`config.mk`:
```
export PLATFORM = sky130hd
export DESIGN_NAME = ipl_resolver
export DESIGN_NICKNAME = d
export VERILOG_FILES = /design/src/rtl/ipl_pkg.sv /design/src/rtl/ipl_level_scan.sv /design/src/rtl/ipl_capture.sv /design/src/rtl/ipl_resolver.sv
export SDC_FILE = /design/constraint.sdc
export NUM_CORES = 1
export LEC_CHECK = 0
export BUFFER_PORTS_ARGS = -buffer_cell sky130_fd_sc_hd__buf_2
export CAP_MARGIN = 5
export CORE_ASPECT_RATIO = 1.5
export CORE_MARGIN = 2
export CORE_UTILIZATION = 33
export CTS_CLUSTER_SIZE = 25
export DETAILED_ROUTE_END_ITERATION = 16
export PLACE_DENSITY = 0.76
export SLEW_MARGIN = 20
export SYNTH_ARGS = -nofsm -noshare
export SYNTH_HDL_FRONTEND = slang
export SYNTH_SLANG_ARGS = --single-unit
```
`constraint.sdc`:
```
create_clock -name clk -period 2.9 [get_ports clk]
set_clock_uncertainty 0.1 [all_clocks]
set_input_delay 0.29 -clock clk [delete_from_list [all_inputs] [get_ports clk]]
set_output_delay 0.29 -clock clk [all_outputs]
set_load 0.02 [all_outputs]
```
`src/rtl/ipl_pkg.sv`:
```
// ipl_pkg: shared widths and default bit ranges for the IPL resolver.
// Assumes the software field lies wholly below the external field.
package ipl_pkg;
    localparam int IPL_W      = 5;
    localparam int DATA_W     = 32;
    localparam int DEF_SW_LO  = 4;
    localparam int DEF_SW_HI  = 19;   // exclusive
    localparam int DEF_EXT_LO = 20;
    localparam int DEF_EXT_HI = 24;   // exclusive
    localparam int ASYNC_W    = 4;
    typedef logic [IPL_W-1:0] ipl_t;
endpackage

```
`src/rtl/ipl_level_scan.sv`:
```
// ipl_level_scan: priority scan of a request vector.
// Bit k maps to level LVL_BASE+k; the highest set bit wins.
// Assumes LVL_BASE+N-1 fits in IPL_W bits.
module ipl_level_scan
    import ipl_pkg::*;
#(
    parameter int N        = 15,
    parameter int LVL_BASE = 1
) (
    input  logic [N-1:0] req,
    output logic         hit,
    output ipl_t         level
);
    // Ascending scan: a later (higher) set bit overrides earlier ones.
    always_comb begin
        hit   = 1'b0;
        level = '0;
        for (int k = 0; k < N; k++) begin
            if (req[k]) begin
                hit   = 1'b1;
                level = ipl_t'(LVL_BASE + k);
            end
        end
    end
endmodule

```
`src/rtl/ipl_capture.sv`:
```
// ipl_capture: compares the resolved level against the current IPL and
// captures summary and ID with a one-cycle trap strobe.
// Assumes level == 0 means nothing is pending.
module ipl_capture
    import ipl_pkg::*;
#(
    parameter int SUM_W = 24
) (
    input  logic             clk,
    input  logic             rst_n,
    input  ipl_t             ipl_cur,
    input  ipl_t             level,
    input  logic [SUM_W-1:0] summary,
    output logic             trap_q,
    output logic [SUM_W-1:0] sum_q,
    output ipl_t             id_q
);
    logic take;

    // Trap decision: strictly above current IPL, one idle cycle between strobes.
    always_comb take = (level != '0) && (level > ipl_cur) && !trap_q;

    // Capture of strobe, summary and ID on the same edge.
    always_ff @(posedge clk) begin
        if (!rst_n) begin
            trap_q <= 1'b0;
            sum_q  <= '0;
            id_q   <= '0;
        end else begin
            trap_q <= take;
            if (take) begin
                sum_q <= summary;
                id_q  <= level;
            end
        end
    end

    a_r5_strictly_above: assert property (@(posedge clk) disable iff (!rst_n)
        trap_q |-> (id_q > $past(ipl_cur)));
    a_r7_single_pulse: assert property (@(posedge clk) disable iff (!rst_n)
        trap_q |=> !trap_q);
    a_r6_hold_without_trap: assert property (@(posedge clk) disable iff (!rst_n)
        !trap_q |-> ($stable(sum_q) && $stable(id_q)));
    a_r11_idle_no_trap: assert property (@(posedge clk) disable iff (!rst_n)
        (level == '0) |=> !trap_q);
endmodule

```
`src/rtl/ipl_resolver.sv`:
```
// ipl_resolver: holds the IPL and software-request registers, scans
// software and external requests, and drives the trap capture.
// Assumes SW_HI <= EXT_LO and EXT_HI <= 32.
module ipl_resolver
    import ipl_pkg::*;
#(
    parameter int SW_LO  = DEF_SW_LO,
    parameter int SW_HI  = DEF_SW_HI,
    parameter int EXT_LO = DEF_EXT_LO,
    parameter int EXT_HI = DEF_EXT_HI
) (
    input  logic                     clk,
    input  logic                     rst_n,
    input  logic                     ipl_wr_en,
    input  logic [DATA_W-1:0]        ipl_wr_data,
    input  logic                     sw_wr_en,
    input  logic [DATA_W-1:0]        sw_wr_data,
    input  logic [EXT_HI-EXT_LO-1:0] ext_irq,
    input  logic [ASYNC_W-1:0]       async_req,
    output logic                     trap_o,
    output logic [EXT_HI-1:0]        isum_o,
    output logic [IPL_W-1:0]         iid_o,
    output logic [IPL_W-1:0]         ipl_o,
    output logic [SW_HI-1:0]         swreq_o,
    output logic                     async_err_o
);
    localparam int SW_N  = SW_HI - SW_LO;
    localparam int EXT_N = EXT_HI - EXT_LO;
    localparam int SUM_W = EXT_HI;

    ipl_t             ipl_q;
    logic [SW_N-1:0]  sw_q;
    logic             sw_hit, ext_hit;
    ipl_t             sw_lvl, ext_lvl, best_lvl;
    logic [SUM_W-1:0] sum_vec;
    ipl_t             id_w;

    // IPL register: keeps only the low IPL_W bits of the write data.
    always_ff @(posedge clk) begin
        if (!rst_n)         ipl_q <= '0;
        else if (ipl_wr_en) ipl_q <= ipl_wr_data[IPL_W-1:0];
    end

    // Software-request register: keeps only the implemented field.
    always_ff @(posedge clk) begin
        if (!rst_n)        sw_q <= '0;
        else if (sw_wr_en) sw_q <= sw_wr_data[SW_HI-1:SW_LO];
    end

    // Error flag for the unsupported asynchronous-trap request.
    always_ff @(posedge clk) begin
        if (!rst_n) async_err_o <= 1'b0;
        else        async_err_o <= |async_req;
    end

    ipl_level_scan #(.N(SW_N), .LVL_BASE(1)) u_sw_scan (
        .req(sw_q), .hit(sw_hit), .level(sw_lvl));

    ipl_level_scan #(.N(EXT_N), .LVL_BASE(EXT_LO)) u_ext_scan (
        .req(ext_irq), .hit(ext_hit), .level(ext_lvl));

    // Merge: external level overrides software level when higher.
    always_comb begin
        best_lvl = sw_hit ? sw_lvl : '0;
        if (ext_hit && (ext_lvl > best_lvl)) best_lvl = ext_lvl;
    end

    // Summary: every pending request at its own bit position.
    always_comb begin
        sum_vec = '0;
        sum_vec[SW_HI-1:SW_LO]   = sw_q;
        sum_vec[EXT_HI-1:EXT_LO] = ext_irq;
    end

    ipl_capture #(.SUM_W(SUM_W)) u_capture (
        .clk(clk), .rst_n(rst_n), .ipl_cur(ipl_q), .level(best_lvl),
        .summary(sum_vec), .trap_q(trap_o), .sum_q(isum_o), .id_q(id_w));

    // Output wiring of register contents.
    always_comb begin
        iid_o   = id_w;
        ipl_o   = ipl_q;
        swreq_o = '0;
        swreq_o[SW_HI-1:SW_LO] = sw_q;
    end

    a_r8_ipl_write_low_bits: assert property (@(posedge clk) disable iff (!rst_n)
        $past(ipl_wr_en) |-> (ipl_o == $past(ipl_wr_data[IPL_W-1:0])));
    a_r10_async_flagged: assert property (@(posedge clk) disable iff (!rst_n)
        $past(|async_req) |-> async_err_o);
endmodule

```
After elaboration in Yosys (flattened, before gate mapping)
Cells that the tools add are included.
Widths: inputs -> output; s select.
- flip-flop bits (word level): 46
- output and inout bits: 55
- magnitude comparators: 2
- mux-type cells: 40
- reduce and logical (&&, ||, !) cells: 6
- operator list (cell ; count):
    $mux 4 ; 8
    $mux 5 ; 6
    $mux 1 ; 20
    $mux 3 ; 4
    $gt 5x5->1 ; 2
    $reduce_bool 5->1 ; 1
    $mux 2 ; 2
    $reduce_or 4->1 ; 1
    $logic_and 1x1->1 ; 3
    $logic_not 1->1 ; 1

Logic depth before layout (Yosys ltp)
- depth after elaboration: 22
- depth in mapped cells: 15
- gate-level depth less buffers: 13

Modules after synthesis
A second synthesis with hierarchy kept.
- cell total of the unflattened synthesis: 285
- area total of the unflattened synthesis: 2570.0 µm²
- by module, submodules not included (module ; times used ; cells an instance ; area an instance (µm²) ; sequential area each (µm²)):
    ipl_capture ; 1 ; 147 ; 1321.3 ; 600.6
    ipl_resolver ; 1 ; 99 ; 1027.2 ; 420.4
    ipl_level_scan (u_sw_scan) ; 1 ; 31 ; 171.4 ; 0.0
    ipl_level_scan (u_ext_scan) ; 1 ; 8 ; 50.0 ; 0.0

Worst setup path before layout
Ideal clock, no wire load.
- path type: reg2reg
- from: reg sw_q[4]
- to: reg u_capture.id_q[0]
- arrival time: 3.135 ns
- data required time: 2.667 ns
- slack: -0.468 ns
- stages on the path, launching flop included: 15
- period minus slack after synthesis: 3.368 ns
- path through: dfxtp_1 -> inv_1 -> a221o_1 -> a211o_1 -> a21oi_1 -> o21ai_0 -> and2_1 -> ha_1 -> and4_1 -> a211o_1 -> a21oi_1 -> o41ai_2 -> buf_4 -> a211oi_1 -> a211oi_2
- longest elaborated chain between the ends: 18
- elaborated cells between the ends (all ways): 30
- those cells by class: order compare (2); mux (24); reduce/logical (4)
- ends and longest elaborated chain (item ; line ; RTL):
    start: declaration ; ipl_resolver.sv:32 ; logic [SW_N-1:0] sw_q;
    start signal: assignment ; ipl_resolver.sv:47 ; else if (sw_wr_en) sw_q <= sw_wr_data[SW_HI-1:SW_LO];
    $mux 3 / $mux 1 (equally long branches) (3 in series) ; ipl_level_scan.sv:19 ; if (req[k]) begin
    $mux 4 / $mux 1 (equally long branches) (8 in series) ; ipl_level_scan.sv:19 ;
    $mux 5 * ; ipl_resolver.sv:64 ; best_lvl = sw_hit ? sw_lvl : '0;
    $gt 5x5->1 ; ipl_resolver.sv:65 ; if (ext_hit && (ext_lvl > best_lvl)) best_lvl = ext_lvl;
    $logic_and 1x1->1 ; ipl_resolver.sv:65 ;
    $mux 5 * ; ipl_resolver.sv:65 ;
    $gt 5x5->1 / $reduce_bool 5->1 (equally long branches) ; ipl_capture.sv:21 ; always_comb take = (level != '0) && (level > ipl_cur) && !trap_q;
    $logic_and 1x1->1 (2 in series) ; ipl_capture.sv:21 ;
    end signal: assignment ; ipl_capture.sv:33 ; id_q <= level;
    end: declaration ; ipl_capture.sv:16 ; output ipl_t id_q
Every way passes the cells marked *; elsewhere a longest branch is shown, timed or not.
A chain may end at the register's enable or synchronous reset.

Worst setup path after layout
- from: reg sw_q[1]
- to: reg u_capture.id_q[0]
- longest elaborated chain between the ends: 21
- elaborated cells between the ends (all ways): 36
- those cells by class: order compare (2); mux (30); reduce/logical (4)
- ends and longest elaborated chain (item ; line):
    $mux 2 / $mux 1 (equally long branches) (2 in series) ; ipl_level_scan.sv:19
    $mux 3 / $mux 1 (equally long branches) (4 in series) ; ipl_level_scan.sv:19
    $mux 4 / $mux 1 (equally long branches) (8 in series) ; ipl_level_scan.sv:19
    $mux 5 * ; ipl_resolver.sv:64
    $gt 5x5->1 ; ipl_resolver.sv:65
    $logic_and 1x1->1 ; ipl_resolver.sv:65
    $mux 5 * ; ipl_resolver.sv:65
    $gt 5x5->1 / $reduce_bool 5->1 (equally long branches) ; ipl_capture.sv:21
    $logic_and 1x1->1 (2 in series) ; ipl_capture.sv:21
Marks and branches as above.

==> metrics <==
outcome complete, but fails checks; failing checks setup timing; IO buf count a little under 80; I/O pin cnt around 130; fin area about 3000 µm²; vias per cell 4.77; pre-CTS WS -318 ps; root buf cell clkbuf_8; Cell variety after synth 36; vias in the first global route between 1,500 and 2,000; first-pass GRT wire length approximately 8400 µm; largest net degree at the start of global routing 40; cell family with most CP delay compound AO/OA/AOI/OAI gates; Final Util 0.479; first-pass iteration count of the detailed router 6; measured slew at the worst slew-check pin about 950 ps; CP Capture Type flip-flop; n_diodes 0; WL final between 5000 and 6000 µm; ys flop type dfxtp_1; total power draw between 1500 and 2000 µW; cell count after synthesis between 200 and 250; Cell Area, Placed 2710 µm²; crit path buf inv count 0; WL/cell between 10 and 15 µm; Initial Util 0.340; Data arrival, critical path ~3200 ps; Tcrit/Tclk final 1.10; WP data required 2950 ps; final setup vio count 25; startpoint types flip-flop; max-cap violation count 0; crit-path max cell delay 340 ps; Final ANT Viol Nets 0; EDFF count, synth 0; Slew HR 0.367; Seq/Total Area, Yosys 0.445; share of cells above drive strength 1 0.435; Final nets between 400 and 500; Avg Cell Area, Syn roughly 8.7 µm²; final hold vios 0; Total GRT Usage 0.158; H-tree levels 2; Crit-path slowest cell dfxtp_4; Die Wd between 60 and 70 µm; Num Clock Sinks between 40 and 50; clock tree buffer depth 2; Worst-path clk slew around 80 ps; CTS tree built; minimum clock period roughly 3200 ps; dpl cells 399; crit-path max FO 8; Static Leak between 0.001 and 0.0015 µW; final non-filler cell total slightly above 400; total number of vias between 1,500 and 2,000; total gr overflow 0; Pwr Density around 540 nW/µm²; DIE AREA roughly 6900 µm²; worst hold path class in -> reg; Final WS setup -277 ps; yosys warns 0; # DRC 0; most frequent cells in the layout buf_2, dfxtp_1, nor2_1, buf_4; P&R area growth vs syn 40.8%; most common cell after layout, fill and taps aside buf_2; worst path cell trace nand2b_4, a221o_1, a211o_1, a21oi_2, o21ai_1, and2_1, ha_1, and4_1, a211o_1, a21oi_4, o41ai_4, a211oi_2, a211oi_2; clk_lat worst skew 300 ps; RD Place Congestion about 0.82; 1st-iter DRT viols 29; RSZ-0062 raised after global routing yes; core area approximately 6100 µm²; Chip Height 101 µm; Netlist Area Pre-Place around 2100 µm²; initial antenna violation count 0; Synth Register Bits 46; Max Slew Vio Count 0; ys async rst share 0; WS Path Type reg -> reg; Peak supply drop around 0.34 mV; FMAX 315 MHz; DP HPWL 4000 µm; Row Count 35; CTS Buf Count 5
-- sequential cells by signal, summed over array words and instances (netlist names) --
register          count
ipl_o                 5
u_capture.sum_q      19
async_err_o           1
u_capture.id_q        5
sw_q                 15
u_capture.trap_q      1
-- kinds of logic after synthesis --
logic type | after synthesis | share of synthesized area
other cells | 1 | 0.00181
mux | 21 | 0.102
flops | 46 | 0.445
fa+ha+maj | 5 | 0.0302
compound gates | 41 | 0.128
buf+inv | 35 | 0.0937
simple gates | 90 | 0.200
-- tightest hold or removal path: stages --
cell    delay [ps]
buf_2           80
nor4_1          40
nor2_1          70
-- power breakdown --
part           switching [µW]  internal, µW
Clock                     216           254
Sequential               34.2           677
Combinational             229           170
Total                     480          1100
-- per-layer routing --
layer | wire length [µm] | track usage
met1 | 2100 | 0.179
met2 | 2710 | 0.274
met3 | 308 | 0.0324
met4 | 155 | 0.0738
met5 | 0 | 0
-- through the flow --
step	TNS, ps	hold slack (ps)
after floorplan	-2490	310
after global placement	-6000	344
after detailed placement	-6770	346
after CTS	-5450	105
after global routing	-8420	114
final	-5620	104
-- synthesized netlist by cell type (2+ instances only) --
library cell,instances,area [µm²]
nor3_1,2,10.0
clkbuf_1,7,26.3
buf_4,10,75.1
nand3_1,22,110
buf_2,2,10.0
and4_1,2,17.5
o21ai_1,4,20.0
a211o_1,2,17.5
a21oi_1,6,30.0
nor2_1,32,120
o31ai_1,5,37.5
buf_6,3,33.8
o21ai_0,16,80.1
mux2i_1,21,210
a211oi_1,2,15.0
nand2b_1,2,12.5
ha_1,5,62.6
inv_1,9,33.8
inv_2,2,7.51
nand2_1,20,75.1
dfxtp_1,46,921
nor2b_1,3,18.8
nor4_1,2,12.5
buf_1,2,7.51
-- timing repair --
item,4_1_cts,5_1_grt
endpoints found under the setup margin,25,25
resized for setup,4,9
buffers inserted,3,2
hold buffers,0,0
pin swaps,3,6
-- layout make-up --
cell class	count	area, µm²
clock buffers	5	68.8
fillers	601	3170
flip-flops and latches	46	931
inverters	11	41.3
multi-input cells	166	1110
clock inverters	3	40.0
well taps	74	92.6
repair buffers	107	627
-- worst paths after layout --
path	from	end	slack (ps)	cells past startpoint
max	sw_q[1]	u_capture.id_q[0]	-280	13
max reg2reg	sw_q[1]	u_capture.id_q[0]	-280	13
min	async_req[2]	async_err_o	100	3
min reg2reg	u_capture.sum_q[23]	u_capture.sum_q[23]	360	2
No activity file was read; power rests on OpenSTA's default activity.
